--- src/rtl/fsr_pkg.sv ---
package fsr_pkg;
  typedef enum logic [2:0] {
    M_NORM, M_UNL1, M_UNL2, M_ID, M_PROT, M_OTP
  } fsr_mode_e;

  typedef enum logic [1:0] {
    K_ARR, K_SPEC, K_OTP
  } fsr_kind_e;

  localparam logic [11:0] UNL_ADDR1 = 12'h555;
  localparam logic [11:0] UNL_ADDR2 = 12'hAAA;
  localparam logic [7:0]  UNL_DAT1  = 8'hAA;
  localparam logic [7:0]  UNL_DAT2  = 8'h55;
  localparam logic [7:0]  CMD_ID    = 8'h90;
  localparam logic [7:0]  CMD_PROT  = 8'hC2;
  localparam logic [7:0]  CMD_OTP   = 8'hB8;
  localparam logic [7:0]  CMD_RET   = 8'hF0;
  localparam logic [7:0]  DEV_ID    = 8'hE3;
endpackage

--- src/rtl/fsr_seq_fsm.sv ---
module fsr_seq_fsm
  import fsr_pkg::*;
#(
  parameter int ADDR_W = 16
) (
  input  logic              clk,
  input  logic              rst,
  input  logic [ADDR_W-1:0] addr,
  input  logic [7:0]        wdata,
  input  logic              we,
  input  logic              re,
  output fsr_mode_e         mode_o
);
  localparam logic [ADDR_W-1:0] A1 = ADDR_W'(UNL_ADDR1);
  localparam logic [ADDR_W-1:0] A2 = ADDR_W'(UNL_ADDR2);

  fsr_mode_e mode_q, mode_d;

  always_comb begin
    mode_d = mode_q;
    if (we) begin
      if (wdata == CMD_RET) begin
        mode_d = M_NORM;
      end else begin
        case (mode_q)
          M_NORM: if (addr == A1 && wdata == UNL_DAT1) mode_d = M_UNL1;
          M_UNL1: mode_d = (addr == A2 && wdata == UNL_DAT2) ? M_UNL2 : M_NORM;
          M_UNL2: begin
            mode_d = M_NORM;
            if (addr == A1) begin
              case (wdata)
                CMD_ID:   mode_d = M_ID;
                CMD_PROT: mode_d = M_PROT;
                CMD_OTP:  mode_d = M_OTP;
                default:  mode_d = M_NORM;
              endcase
            end
          end
          M_OTP:   mode_d = M_OTP;
          default: mode_d = M_NORM;
        endcase
      end
    end else if (re && (mode_q == M_ID || mode_q == M_PROT)) begin
      mode_d = M_NORM;
    end
  end

  always_ff @(posedge clk) begin
    if (rst) mode_q <= M_NORM;
    else     mode_q <= mode_d;
  end

  assign mode_o = mode_q;
endmodule

--- src/rtl/fsr_rom.sv ---
module fsr_rom #(
  parameter int AW   = 8,
  parameter int MUL  = 1,
  parameter int ADD  = 0,
  parameter int XORV = 0
) (
  input  logic          clk,
  input  logic [AW-1:0] addr,
  output logic [7:0]    q
);
  localparam int DEPTH = 1 << AW;

  logic [7:0] mem [DEPTH];

  initial begin
    for (int i = 0; i < DEPTH; i++) begin
      mem[i] = 8'(i * MUL + ADD) ^ 8'(XORV);
    end
  end

  always_ff @(posedge clk) begin
    q <= mem[addr];
  end
endmodule

--- src/rtl/flash_sread_ctrl.sv ---
module flash_sread_ctrl
  import fsr_pkg::*;
#(
  parameter int ADDR_W    = 16,
  parameter int ARR_AW    = 8,
  parameter int NSEC      = 8,
  parameter int OTP_BYTES = 64
) (
  input  logic              clk,
  input  logic              rst,
  input  logic [ADDR_W-1:0] bus_addr,
  input  logic [7:0]        bus_wdata,
  input  logic              bus_we,
  input  logic              bus_re,
  input  logic [NSEC-1:0]   flash_sel,
  input  logic              ee_sel,
  input  logic              cfg_we,
  input  logic [NSEC-1:0]   cfg_prot,
  output logic [7:0]        rd_data,
  output logic              rd_valid
);
  localparam int OTP_AW = $clog2(OTP_BYTES);
  localparam int QB     = OTP_AW;

  fsr_mode_e       mode_q;
  fsr_kind_e       kind_q;
  logic [NSEC-1:0] prot_q;
  logic [7:0]      spec_q, arr_q, otp_q, spec_d;
  logic            v1_q, rd_go;
  logic            id_ok, pr_ok, otp_ok;
  fsr_kind_e       kind_d;

  fsr_seq_fsm #(.ADDR_W(ADDR_W)) u_fsm (
    .clk(clk), .rst(rst), .addr(bus_addr), .wdata(bus_wdata),
    .we(bus_we), .re(bus_re), .mode_o(mode_q)
  );

  fsr_rom #(.AW(ARR_AW), .MUL(37), .ADD(11), .XORV(0)) u_arr (
    .clk(clk), .addr(bus_addr[ARR_AW-1:0]), .q(arr_q)
  );

  fsr_rom #(.AW(OTP_AW), .MUL(5), .ADD(0), .XORV(8'hA5)) u_otp (
    .clk(clk), .addr(bus_addr[OTP_AW-1:0]), .q(otp_q)
  );

  always_ff @(posedge clk) begin
    if (rst)         prot_q <= '0;
    else if (cfg_we) prot_q <= cfg_prot;
  end

  assign rd_go  = bus_re && !bus_we;
  assign id_ok  = !bus_addr[QB] && !bus_addr[1] && bus_addr[0] && (|flash_sel);
  assign pr_ok  = !bus_addr[QB] && bus_addr[1] && !bus_addr[0] && (|flash_sel);
  assign otp_ok = !bus_addr[QB] && ee_sel;

  always_comb begin
    kind_d = K_ARR;
    spec_d = 8'h00;
    case (mode_q)
      M_ID: begin
        kind_d = K_SPEC;
        spec_d = id_ok ? DEV_ID : 8'h00;
      end
      M_PROT: begin
        kind_d = K_SPEC;
        spec_d = {7'b0, pr_ok && (|(flash_sel & prot_q))};
      end
      M_OTP: kind_d = otp_ok ? K_OTP : K_SPEC;
      default: kind_d = K_ARR;
    endcase
  end

  always_ff @(posedge clk) begin
    if (rst) begin
      v1_q   <= 1'b0;
      kind_q <= K_ARR;
      spec_q <= 8'h00;
    end else begin
      v1_q <= rd_go;
      if (rd_go) begin
        kind_q <= kind_d;
        spec_q <= spec_d;
      end
    end
  end

  always_ff @(posedge clk) begin
    if (rst) begin
      rd_valid <= 1'b0;
      rd_data  <= 8'h00;
    end else begin
      rd_valid <= v1_q;
      if (v1_q) begin
        case (kind_q)
          K_ARR:   rd_data <= arr_q;
          K_OTP:   rd_data <= otp_q;
          default: rd_data <= spec_q;
        endcase
      end
    end
  end
endmodule

--- config.mk ---
export PLATFORM = sky130hd
export DESIGN_NAME = flash_sread_ctrl
export DESIGN_NICKNAME = d
export VERILOG_FILES = /design/src/rtl/fsr_pkg.sv /design/src/rtl/fsr_seq_fsm.sv /design/src/rtl/fsr_rom.sv /design/src/rtl/flash_sread_ctrl.sv
export SDC_FILE = /design/constraint.sdc
export NUM_CORES = 1
export LEC_CHECK = 0
export BUFFER_PORTS_ARGS = -buffer_cell sky130_fd_sc_hd__buf_2
export CAP_MARGIN = 20
export CORE_ASPECT_RATIO = 0.6
export CORE_MARGIN = 2
export CORE_UTILIZATION = 40
export DETAILED_ROUTE_END_ITERATION = 12
export GPL_ROUTABILITY_DRIVEN = 0
export PLACE_DENSITY_LB_ADDON = 0.1
export SKIP_CTS_REPAIR_TIMING = 1
export SYNTH_ARGS = -nofsm -noshare
export SYNTH_HDL_FRONTEND = slang
export SYNTH_SLANG_ARGS = --single-unit
export TNS_END_PERCENT = 1
--- constraint.sdc ---
create_clock -name clk -period 5.36 [get_ports clk]
set_input_delay 0.804 -clock clk [delete_from_list [all_inputs] [get_ports clk]]
set_output_delay 0.804 -clock clk [all_outputs]
set_load 0.005 [all_outputs]
==> results.toml <==
[worst_setup_path]
critPathArrivalTime_ns = 3.36
rr_startpoint = "u_fsm.mode_o[1]"
worstSetupStartpointType = "input port"
required_ns = 5.52
cpMostUsedCell = "a31oi_1"
critPathKind = "in2reg"
cp_slowest_cell = "buf_2"
crit_chain = "buf_2 -> inv_1 -> ha_1 -> nand2_1 -> o311a_1 -> o31ai_2 -> a31oi_1 -> a2111oi_1 -> a31oi_1"
critPathMaxStageDelay_ns = 0.59
path_max_fanout = 48
setup.worst_path.start = "bus_addr[2]"
critPathCaptureType = "flip-flop"

[die]
start_util = 0.410
dieArea_um2 = 8150
fp.dieH_um = 70.7
die_x_um = 115
io-pin-count = 55
core_area_um2 = 7240
row_count = 24

[global_routing]
grt_pass1_vias = 2640
grt_max_degree = 49
grt-ovfl-total = 0
grt_pass1_wl_um = 13500
grt_use_total = 0.208
antenna_found_initial = 0

[sta]
timing.hold.ws_ns = 0.473
rsz0062_at_grt = "no"
period_share = 0.597
drv_slew = 0
hold_violations = 0
worst_pin_slew_ns = 0.780
setup-tns-final_ns = 0
relSlewSlack = 0.480
final-setup-viol-count = 0
finalClockSkew_ns = 0.00701
fmax_ghz = 0.312
layout_min_cycle_time_ns = 3.20

[drt]
drt_first_pass_iters = 5
num_vias = 2969
routed_wl_um = 8200
drt-initial-drc-count = 192
drc_errors = 0
via_per_inst = 5.80
final_antenna_net_count = 0
wl_per_cell_um = 16.0

[cts]
cts_max_level = 2
cts.sinks = 41
ctsRootBufferMaster = "clkbuf_16"
cts_buffers = 5
cts_buffer_depth = 2
cts_tree = "built"
clk_pin_slew_ns = 0.06
insertion_delay_ns = 0.29

[cells_and_area]
drive_gt1_frac = 0.174
area_delta_synth_final_pct = 13.7
n_antenna_cell = 0
fin_nets = 465
fin_cells = 512

[yosys]
synthFlopType = "dfxtp_1"
synth-edff-count = 0
synth_warnings = 0
syn_nets = 435
avgSynthCellArea_um2 = 7.87
ys_seq_area_frac = 0.277
syn_area_um2 = 2970
ys_ff_latch = 41
netlist-cell-type-count = 58
ys_async_sr_fraction = 0
syn_inst = 377

[placement]
placed_cells = 504
io_buffers = 54
dp_hpwl_um = 6110

[min_path]
hp-start = "rd_data[6]"
hp-class = "reg2reg"

[pwr]
power.density_nw_per_um2 = 251
swShare = 0.276
p_switching_uw = 234
power_frac_comb = 0.202
power_frac_clock = 0.405
pwr-share-seq = 0.393
p_leak_nw = 1.36
ir_drop_mv = 0.129
internal_power_uw = 614

[run]
maxCapViolations = 0

[outcome]
outcome = "complete, no violations"
-- cell usage in the layout, fill, tap and decap left out, types with 4 or more instances in the layout --
cell type	n
buf_2	54
nor2_1	42
dfxtp_1	41
a21oi_1	32
nand2_1	26
o21ai_0	25
mux2i_1	16
ha_1	12
inv_1	11
nand2b_1	11
nor2b_1	10
o211ai_1	10
nand3_1	10
nor3_1	7
nor4_1	7
a22oi_1	6
o221ai_1	6
clkbuf_16	5
a211o_1	4
a31oi_1	4
a211oi_1	4
o31ai_1	4
mux2_2	4
and4b_1	4
-- flip-flops by register name, indices dropped and copies added (netlist names) --
signal	cells
kind_q	2
v1_q	1
prot_q	8
spec_q	2
u_otp.q	8
u_fsm.mode_o	3
rd_data	8
rd_valid	1
u_arr.q	8
-- cell usage after synthesis (11+ instances only) --
master     n  area share
mux2i_1   16       0.054
nor2_1    42       0.053
nand2_1   26       0.033
ha_1      12       0.051
buf_2     15       0.025
nand2b_1  11       0.023
clkbuf_1  11       0.014
o21ai_0   25       0.042
dfxtp_1   41        0.28
inv_1     11       0.014
a21oi_1   32       0.054
-- area by class of cell --
cell class	instances	area (um2)
clock buffer	5	125
clock inverter	3	46.3
fill	722	3860
inverter	12	45.0
multi-input combinational	293	1940
sequential	41	821
tap	104	130
timing repair buffer	54	270
-- power by group through the flow --
stage,clock network [mW],logic (mW),registers (mW)
after floorplan,0,0.121,0.336
after global placement,0,0.169,0.339
after detailed placement,0,0.168,0.340
after CTS,0.350,0.169,0.333
after global routing,0.365,0.191,0.335
final,0.343,0.171,0.333
-- stage by stage --
step | worst slack [ns] | total power, mW | util | instance area, um2
5_1_grt | 1.92 | 0.890 | 0.466 | 3370
3_3_place_gp | 1.95 | 0.508 | 0.443 | 3200
3_5_place_dp | 1.89 | 0.508 | 0.443 | 3200
6_report | 2.16 | 0.848 | 0.466 | 3370
4_1_cts | 2.19 | 0.852 | 0.466 | 3370
2_1_floorplan | 2.61 | 0.457 | - | 2970
-- final timing paths --
check	end	slack (ns)	cells after the start
max	u_arr.q[7]	2.16	9
min	rd_data[6]	0.47	2
max reg2reg	u_fsm.mode_o[0]	3.77	5
min reg2reg	rd_data[6]	0.47	2
-- logic make-up (layout without fill, tap and decap cells) --
logic type | Yosys count | in the layout | share of synthesized area
DFF | 41 | 41 | 0.277
adders and majority gates | 12 | 12 | 0.0506
xor gates and xnor gates | 4 | 4 | 0.0118
buffers and inverters | 43 | 74 | 0.0708
and+or+nand+nor | 130 | 130 | 0.220
muxes | 22 | 22 | 0.0843
AOI/OAI and AO/OA | 125 | 125 | 0.286
-- layer usage --
layer | GRT usage | wire length (um) | up-vias
met5 | 0 | 0 | -
met4 | 0.0348 | 38 | 0
met3 | 0.0523 | 698 | 7
met2 | 0.257 | 3060 | 140
met1 | 0.352 | 4410 | 1360
li1 | - | - | 1462
-- critical path, delay by kind of cell --
| family | cells | cell delay [ns] |
|---|---|---|
| adders and majority gates | 1 | 0.48 |
| and+or+nand+nor | 1 | 0.06 |
| buffers and inverters | 2 | 1.11 |
| AOI/OAI and AO/OA | 5 | 0.89 |
Note: power is estimated with default switching activity, not from simulation.
